<file path="src/rtl/owr_pkg.sv">
package owr_pkg;
  localparam int CMD_W = 8;

  typedef enum logic [2:0] {
    ST_IDLE,
    ST_CMD,
    ST_MATCH,
    ST_SEND,
    ST_MEM,
    ST_HALT
  } owr_state_e;

  localparam logic [CMD_W-1:0] OP_READ    = 8'h33;
  localparam logic [CMD_W-1:0] OP_MATCH   = 8'h55;
  localparam logic [CMD_W-1:0] OP_SKIP    = 8'hCC;
  localparam logic [CMD_W-1:0] OP_RESUME  = 8'hA5;
  localparam logic [CMD_W-1:0] OP_FSKIP   = 8'h3C;
  localparam logic [CMD_W-1:0] OP_FMATCH  = 8'h69;
endpackage

</file>
<file path="src/rtl/owr_byte_rx.sv">
module owr_byte_rx #(
  parameter int W = 8
) (
  input  logic         clk,
  input  logic         rst_n,
  input  logic         clr,
  input  logic         shift,
  input  logic         bit_in,
  output logic         done,
  output logic [W-1:0] word
);
  localparam int CW = $clog2(W);

  logic [CW-1:0] cnt;
  logic [W-2:0]  sh;

  assign done = shift && (cnt == CW'(W - 1));
  assign word = {bit_in, sh};

  always_ff @(posedge clk) begin
    if (!rst_n) begin
      cnt <= '0;
      sh  <= '0;
    end else if (clr) begin
      cnt <= '0;
    end else if (shift) begin
      sh  <= {bit_in, sh[W-2:1]};
      cnt <= done ? '0 : cnt + 1'b1;
    end
  end

  AST_BYTE_CNT_RANGE: assert property (@(posedge clk) disable iff (!rst_n)
    (shift && !clr && !done) |=> (cnt != '0));
endmodule

</file>
<file path="src/rtl/owr_id_index.sv">
module owr_id_index #(
  parameter int ID_W = 64
) (
  input  logic            clk,
  input  logic            rst_n,
  input  logic            clr,
  input  logic            step,
  input  logic [ID_W-1:0] id_code,
  output logic            cur_bit,
  output logic            last
);
  localparam int IW = $clog2(ID_W);

  logic [IW-1:0] idx;

  assign cur_bit = id_code[idx];
  assign last    = (idx == IW'(ID_W - 1));

  always_ff @(posedge clk) begin
    if (!rst_n) begin
      idx <= '0;
    end else if (clr) begin
      idx <= '0;
    end else if (step) begin
      idx <= last ? '0 : idx + 1'b1;
    end
  end

  AST_ID_INDEX_WRAP: assert property (@(posedge clk) disable iff (!rst_n)
    (step && last && !clr) |=> (idx == '0));
endmodule

</file>
<file path="src/rtl/owire_rom_dispatch.sv">
module owire_rom_dispatch
  import owr_pkg::*;
#(
  parameter int ID_W = 64
) (
  input  logic            clk,
  input  logic            rst_n,
  input  logic [ID_W-1:0] id_code,
  input  logic            bus_rst,
  input  logic            bus_rst_std,
  input  logic            rx_valid,
  output logic            rx_ready,
  input  logic            rx_data,
  output logic            tx_valid,
  input  logic            tx_ready,
  output logic            tx_data,
  output logic            mem_en,
  output logic            od_mode
);
  owr_state_e       state;
  logic             resume_q;
  logic             od_q;
  logic             fmatch_q;
  logic             rx_fire;
  logic             tx_fire;
  logic             cmd_done;
  logic [CMD_W-1:0] cmd_byte;
  logic             cur_bit;
  logic             id_last;
  logic             mismatch;

  assign rx_ready = (state == ST_IDLE) || (state == ST_CMD) ||
                    (state == ST_MATCH) || (state == ST_HALT);
  assign tx_valid = (state == ST_SEND);
  assign tx_data  = cur_bit;
  assign mem_en   = (state == ST_MEM);
  assign od_mode  = od_q;
  assign rx_fire  = rx_valid && rx_ready;
  assign tx_fire  = tx_valid && tx_ready;
  assign mismatch = (rx_data != cur_bit);

  owr_byte_rx #(.W(CMD_W)) u_byte_rx (
    .clk    (clk),
    .rst_n  (rst_n),
    .clr    (bus_rst || (state != ST_CMD)),
    .shift  (rx_fire && (state == ST_CMD)),
    .bit_in (rx_data),
    .done   (cmd_done),
    .word   (cmd_byte)
  );

  owr_id_index #(.ID_W(ID_W)) u_id_index (
    .clk     (clk),
    .rst_n   (rst_n),
    .clr     (bus_rst || (state == ST_CMD)),
    .step    ((rx_fire && (state == ST_MATCH)) || tx_fire),
    .id_code (id_code),
    .cur_bit (cur_bit),
    .last    (id_last)
  );

  always_ff @(posedge clk) begin
    if (!rst_n) begin
      state    <= ST_IDLE;
      resume_q <= 1'b0;
      od_q     <= 1'b0;
      fmatch_q <= 1'b0;
    end else if (bus_rst) begin
      state    <= ST_CMD;
      fmatch_q <= 1'b0;
      if (bus_rst_std) od_q <= 1'b0;
    end else begin
      case (state)
        ST_CMD: if (cmd_done) begin
          case (cmd_byte)
            OP_READ: begin
              resume_q <= 1'b0;
              state    <= ST_SEND;
            end
            OP_MATCH: begin
              fmatch_q <= 1'b0;
              state    <= ST_MATCH;
            end
            OP_SKIP: begin
              resume_q <= 1'b0;
              state    <= ST_MEM;
            end
            OP_RESUME: state <= resume_q ? ST_MEM : ST_HALT;
            OP_FSKIP: begin
              resume_q <= 1'b0;
              od_q     <= 1'b1;
              state    <= ST_MEM;
            end
            OP_FMATCH: begin
              od_q     <= 1'b1;
              fmatch_q <= 1'b1;
              state    <= ST_MATCH;
            end
            default: state <= ST_HALT;
          endcase
        end
        ST_MATCH: if (rx_fire) begin
          if (mismatch) begin
            resume_q <= 1'b0;
            if (fmatch_q) od_q <= 1'b0;
            state <= ST_HALT;
          end else if (id_last) begin
            resume_q <= 1'b1;
            state    <= ST_MEM;
          end
        end
        ST_SEND: if (tx_fire && id_last) state <= ST_MEM;
        default: state <= state;
      endcase
    end
  end

  AST_RESET_TO_CMD: assert property (@(posedge clk) disable iff (!rst_n)
    bus_rst |=> (!mem_en && !tx_valid && rx_ready));
  AST_STD_RESET_SLOW: assert property (@(posedge clk) disable iff (!rst_n)
    (bus_rst && bus_rst_std) |=> !od_mode);
  AST_TX_HOLD: assert property (@(posedge clk) disable iff (!rst_n)
    (tx_valid && !tx_ready && !bus_rst) |=> (tx_valid && $stable(tx_data)));
  AST_RESUME_GATE: assert property (@(posedge clk) disable iff (!rst_n)
    (cmd_done && (cmd_byte == OP_RESUME) && !resume_q && !bus_rst) |=> !mem_en);
  AST_MISMATCH_HALT: assert property (@(posedge clk) disable iff (!rst_n)
    ((state == ST_MATCH) && rx_fire && mismatch && !bus_rst) |=> (!mem_en && !tx_valid && rx_ready));
  AST_FAST_SKIP: assert property (@(posedge clk) disable iff (!rst_n)
    (cmd_done && (cmd_byte == OP_FSKIP) && !bus_rst) |=> (od_mode && mem_en));
endmodule

</file>
<file path="config.mk">
export PLATFORM = sky130hd
export DESIGN_NAME = owire_rom_dispatch
export DESIGN_NICKNAME = d
export VERILOG_FILES = /design/src/rtl/owr_pkg.sv /design/src/rtl/owr_byte_rx.sv /design/src/rtl/owr_id_index.sv /design/src/rtl/owire_rom_dispatch.sv
export SDC_FILE = /design/constraint.sdc
export NUM_CORES = 1
export LEC_CHECK = 0
export ABC_AREA = 1
export CAP_MARGIN = 20
export CORE_MARGIN = 2
export CORE_UTILIZATION = 50
export CTS_CLUSTER_SIZE = 20
export DETAILED_ROUTE_END_ITERATION = 16
export DONT_BUFFER_PORTS = 1
export PLACE_DENSITY = 0.64
export REMOVE_ABC_BUFFERS = 1
export SYNTH_ARGS = -nofsm -noshare
export SYNTH_HDL_FRONTEND = slang
export SYNTH_HIERARCHICAL = 1
export SYNTH_SLANG_ARGS = --single-unit
export TNS_END_PERCENT = 100
</file>
<file path="constraint.sdc">
create_clock -name clk -period 2.1 [get_ports clk]
set_clock_uncertainty 0.1 [all_clocks]
set_input_delay 0.42 -clock clk [delete_from_list [all_inputs] [get_ports clk]]
set_output_delay 0.42 -clock clk [all_outputs]
set_load 0.01 [all_outputs]
</file>
=== Word level (Yosys, flattened, before mapping) ===
Cells that the tools add are included.

* Multiplexer cells: 28
* Bitwise logic cells: 3
* Magnitude comparators: 1
* Reductions and logical operators: 31
* Equality and inequality tests: 28
* $add $sub $neg: 2

{| class="wikitable"
|+ Operator list
! operator !! number
|-
| two-way mux 3 bit || 6
|-
| == test 8 x 6 -> 1 bit, second input constant || 2
|-
| == test 8 x 7 -> 1 bit, second input constant || 2
|-
| == test 8 bit, second input constant || 2
|-
| two-way mux 1 bit || 15
|-
| != test 3 bit, second input constant || 5
|-
| case mux 3 bit (4 select lines) || 1
|-
| OR reduction 2 bit || 6
|-
| AND reduction 5 bit || 2
|-
| == test 3 bit, second input constant || 3
|-
| case mux 3 bit (3 select lines) || 1
|-
| less-than comparator 6 x 7 -> 1 bit, second input constant || 1
|-
| AND reduction 7 bit || 1
|-
| adder 6 x 1 -> 6 bit, second input constant || 1
|-
| binary-select mux 1 bit (select 6 bit) || 1
|-
| == test 3 x 2 -> 1 bit, second input constant || 2
|-
| == test 6 bit, second input constant || 1
|-
| logical AND 1 bit || 6
|-
| logical OR 1 bit || 6
|-
| two-way mux 6 bit || 1
|-
| != test 2 x 1 -> 1 bit, second input constant || 3
|-
| != test 3 x 2 -> 1 bit, second input constant || 2
|-
| case mux 1 bit (2 select lines) || 3
|-
| AND reduction 6 bit || 1
|-
| other kinds (14) || 19
|}

* Logic and storage cells: 101
* Bits of input ports: 71
* Register bits after elaboration: 22

=== Logic depth before layout (Yosys ltp) ===
* Depth in word-level cells: 10
* Depth in mapped cells: 18

=== Modules after synthesis ===
Netlist, hierarchy kept.

{| class="wikitable"
|+ By module, submodules not included
! module !! cells each !! area an instance (um^2) !! instances
|-
| owr_id_index || 212 || 1064.8 || 1
|-
| owire_rom_dispatch || 140 || 703.2 || 1
|-
| owr_byte_rx || 67 || 473.0 || 1
|}

=== Worst setup path after synthesis ===
No wires, ideal clock.

* Path kind: register to register
* From: register u_id_index.idx[0]
* To: register resume_q
* Cell stages (with the launch flop): 19
* Clock period less this slack: 2004 ps
* Data arrival time: 1789 ps
* Setup time: 115 ps
* Path buffers: 1
* Required time: 1885 ps
* Slack: 96 ps
* Path through: dfxtp_1 inv_1 buf_4 nand2_1 nand3_1 nand3_1 nand2_1 nor2_1 nand2_1 nand3_1 nand2_1 xnor2_1 nand3_2 inv_1 nor2_1 nand2_1 nor2_1 nor2_1 nor2_1

* Cells in the longest elaborated chain, start to end: 6
* Elaborated cells on any way between the ends: 9
* Classes of those cells: eq/ne (3); mux (5); reduce/logical (1)

{| class="wikitable"
|+ RTL lines
! what !! line !! RTL
|-
| from (decl) || owr_id_index.sv:14 || <nowiki>logic [IW-1:0] idx;</nowiki>
|-
| from (signal assigned) || owr_id_index.sv:25 || <nowiki>idx <= last ? '0 : idx + 1'b1;</nowiki>
|-
| binary-select mux 1 bit (select 6 bit) (*) || owr_id_index.sv:16 || <nowiki>assign cur_bit = id_code[idx];</nowiki>
|-
| two-way mux 1 bit (not written as such) (*) || owr_id_index.sv:16 ||
|-
| net tx_data || owire_rom_dispatch.sv:16 || <nowiki>output logic tx_data,</nowiki>
|-
| != test 1 bit (*) || owire_rom_dispatch.sv:40 || <nowiki>assign mismatch = (rx_data != cur_bit);</nowiki>
|-
| two-way mux 1 bit || owire_rom_dispatch.sv:103 || <nowiki>if (mismatch) begin</nowiki>
|-
| two-way mux 1 bit || owire_rom_dispatch.sv:102 || <nowiki>ST_MATCH: if (rx_fire) begin</nowiki>
|-
| case mux 1 bit (2 select lines) || owire_rom_dispatch.sv:73 || <nowiki>case (state)</nowiki>
|-
| to (signal assigned) || owire_rom_dispatch.sv:77 || <nowiki>resume_q <= 1'b0;</nowiki>
|-
| to (signal assigned) || owire_rom_dispatch.sv:104 || <nowiki>resume_q <= 1'b0;</nowiki>
|-
| to (signal assigned) || owire_rom_dispatch.sv:108 || <nowiki>resume_q <= 1'b1;</nowiki>
|-
| to (decl) || owire_rom_dispatch.sv:21 || <nowiki>logic resume_q;</nowiki>
|}

The timed path passes the listed nets; every way through them passes the cells marked *. The select of a mux whose other input is x is not followed.
A chain may end at the register's enable or synchronous reset.

=== Worst setup path after layout ===
* From: register u_id_index.idx[0]
* To: output tx_data

* Cells in the longest elaborated chain, start to end: 2

{| class="wikitable"
|+ RTL lines
! what !! line
|-
| binary-select mux 1 bit (select 6 bit) || owr_id_index.sv:16
|-
| two-way mux 1 bit (not written as such) || owr_id_index.sv:16
|-
| to (decl) || owire_rom_dispatch.sv:16
|}

Every way passes these cells. The select of a mux whose other input is x is not followed.

==> metrics <==
total routing resource utilization after global routing 22.6%; Post-Place Setup Slack -0.0333 ns; setup slack of the critical path after layout -0.0494 ns; cell internal power dissipation 0.777 mW; starting density of the core 51.8%; placeable core region 0.00432 mm^2; post-synthesis average cell area 5.35 um^2; switching power of the nets 0.309 mW; Reg clk slew, reported paths 0.08 ns; IR drop worst, VDD 0.000414 V; latest clock arrival within the worst-skew pair 0.26 ns; total iterations of the first detailed-routing run 4; total non-filler cell area in the finished layout 0.00262 mm^2; remaining design rule violation count 0; slowest cell on the critical path sky130_fd_sc_hd__dfxtp_4; number of distinct library cells after synthesis 25; number of synthesis warnings 6; sequential fraction of the synthesis area 19.7%; maximum clock path buffer count 2; die outline height 70.9 um; reg-to-reg critical path endpoint resume_q$_SDFFE_PN0P_; Final Core Density 60.6%; Final setup violation count 1; die area 0.00503 mm^2; Post-CTS Hold Fix Bufs 0; Mapped Cells 419; Placer Congestion 0.868; share of total power in sequential cells 41.2%; number of levels the H-tree was split into 1; final hold violation count 0; post-synthesis cell area 0.00224 mm^2; Worst Setup EP tx_data; startpoint of the most critical setup path u_id_index/idx[0]$_SDFFE_PP0P_; most common library cell in the layout ignoring fill and taps sky130_fd_sc_hd__nand2_1; total half-perimeter wirelength after legalization and detailed placement 4210 um; via count of the first global-routing pass 2175; top achievable clock speed 465 MHz; Slew headroom 76.5%; ys flop type sky130_fd_sc_hd__dfxtp_1; shortest period the worst path allows 2.15 ns; ant diodes 0; required time worst endpoint 1.58 ns; pin count of the biggest net entering global routing 26; path depth of the worst reg2reg path 18; post-synthesis sequential element count 22; ports placed on the boundary 76; Crit path arrival time 1.63 ns; horizontal die dimension 70.9 um; Area after DPL 0.00230 mm^2; most frequent cells in the layout sky130_fd_sc_hd__nand2_1 (140), sky130_fd_sc_hd__inv_1 (61), sky130_fd_sc_hd__nor2_1 (52); Worst Path Class, Setup reg -> out; TritonCTS clock tree done; Post-synth EDFFs 0; cell types with the largest area share after synthesis sky130_fd_sc_hd__nand2_1 (25%), sky130_fd_sc_hd__dfxtp_1 (20%), sky130_fd_sc_hd__nand3_1 (13%); overall power after layout 1.09 mW; number of buffer cells added on primary ports 0; combinational cell fraction of total power 22.0%; outcome finished, violations left; routed wire length 5910 um; root cell of the clock tree sky130_fd_sc_hd__clkbuf_8; number of DRC violations after detailed-routing iteration 0 114; first-pass GRT wire length 9500 um; delay of the slowest cell on the worst path 0.42 ns; vias 2511; number of buffers added for setup after CTS 0; violated checks negative setup slack; cell type with the highest aggregate area in the netlist sky130_fd_sc_hd__nand2_1; unrepaired setup endpoints after global routing true; antenna violations before repair 0; area growth from synthesis to final layout 17.0%; proportion of total power due to net switching 28.5%; pwr dens 414 mW/mm^2; area share of the largest cell type after synthesis 25.5%; reg2reg setup slack 0 ns; number of clock sinks 22; average wire per standard cell 12.3 um; worst-path maximum fanout 9; nets@finish 504; max-cap violations 0; setup TNS -0.0494 ns; row count 24; max-slew violation count 0; clock share of power 36.9%; share of synthesized flip-flops with an asynchronous set or reset 0%; number of CTS-inserted buffers 3; layout cell share with drive strength beyond 1 17.5%; count of nets left with antenna violations after detail routing 0; worst reg2reg path startpoint u_id_index/idx[0]$_SDFFE_PP0P_; kind of capture point of the worst setup path output port; sum of overflow across all layers after global routing 0; Least-Margin Pin Slew 0.350 ns; final period utilization 102%; Tightest Hold Check Type in -> reg; cell chain of the critical path inv_6 -> buf_6 -> nand2_1 -> nand3_1 -> nand3_1 -> nand3_2 -> nand2_1 -> nand3_2 -> nand2_4 -> buf_6; worst hold path depth 2; type of origin of the critical path flip-flop; Vias/cell 5.22; total leakage power 1.24 nW
sequential cells by signal, summed over array words and instances (netlist names):
name / count
fmatch_q: 1
od_mode: 1
resume_q: 1
state: 3
u_byte_rx/cnt: 3
u_byte_rx/sh: 7
u_id_index/idx: 6
layer usage:
metal | vias to the layer above | track usage, % | wire length (um)
met3 | 4 | 4.99 | 391
met4 | 0 | 4.40 | 47
met2 | 67 | 35.3 | 2610
met1 | 1118 | 32.4 | 2860
met5 | - | 0 | 0
li1 | 1322 | - | -
worst max-delay path, delay by kind of cell (launching register included):
kind,cells,cell delay [ns]
buffers and inverters,3,0.31
AND/OR/NAND/NOR,7,0.62
flip-flops,1,0.42
worst min-delay path by stage:
stage | from | end | slack, ns
global route | rst_n | u_byte_rx/sh[5]$_SDFFE_PN0P_ | 0.17
floorplan | resume_q$_SDFFE_PN0P_ | resume_q$_SDFFE_PN0P_ | 0.34
global placement | u_byte_rx/cnt[1]$_SDFFE_PP0P_ | u_byte_rx/cnt[1]$_SDFFE_PP0P_ | 0.36
CTS | rst_n | u_byte_rx/sh[1]$_SDFFE_PN0P_ | 0.16
detailed placement | u_byte_rx/cnt[1]$_SDFFE_PP0P_ | u_byte_rx/cnt[1]$_SDFFE_PP0P_ | 0.36
finish | rst_n | od_mode$_SDFFE_PN0P_ | 0.17
repair_timing:
action | in CTS | in global routing
endpoints found under the hold margin | 0 | 0
endpoints found under the setup margin | 5 | 8
pin swaps | 1 | 16
gates cloned | 1 | 3
gates resized for setup | 17 | 42
stage by stage:
stage                     hold WS (ns)  std cells
after floorplan                  0.340        406
after global placement           0.356        473
after detailed placement         0.360        473
after CTS                        0.158        478
after global routing             0.168        481
final                            0.170        481
synthesized netlist by cell type (all sizes together) (3+ instances only):
| library cell | n |
|---|---|
| buf | 13 |
| ha | 3 |
| nor2 | 55 |
| nand2 | 156 |
| a21oi | 15 |
| o21ai | 8 |
| inv | 70 |
| dfxtp | 22 |
| nand3 | 59 |
| nor3 | 6 |
| o211ai | 3 |
final cells by class:
class | count | area [um^2]
well taps | 52 | 65.1
clock inverters | 1 | 30.0
multi-input cells | 314 | 1560
repair buffers | 19 | 211
flip-flops and latches | 22 | 445
fillers | 468 | 1700
clock buffers | 3 | 41.3
inverters | 70 | 270
logic make-up (layout without fill, tap and decap cells):
family / count (synthesis) / after routing / share of synthesized area, %
AND/OR/NAND/NOR: 279 / 279 / 53.0
XOR/XNOR: 1 / 1 / 0.391
adder cells (fa/ha/maj): 3 / 3 / 1.68
flip-flops: 22 / 22 / 19.7
buffers and inverters: 83 / 93 / 17.5
AO/OA/AOI/OAI: 31 / 31 / 7.76
power by group through the flow:
stage                     clock network [mW]  registers [mW]  logic (mW)
after global placement                     0           0.456       0.206
after global routing                   0.431           0.449       0.273
final                                  0.400           0.447       0.238
after floorplan                            0           0.455       0.162
after CTS                              0.415           0.446       0.212
after detailed placement                   0           0.457       0.208
(Power assumes the default switching activity.)
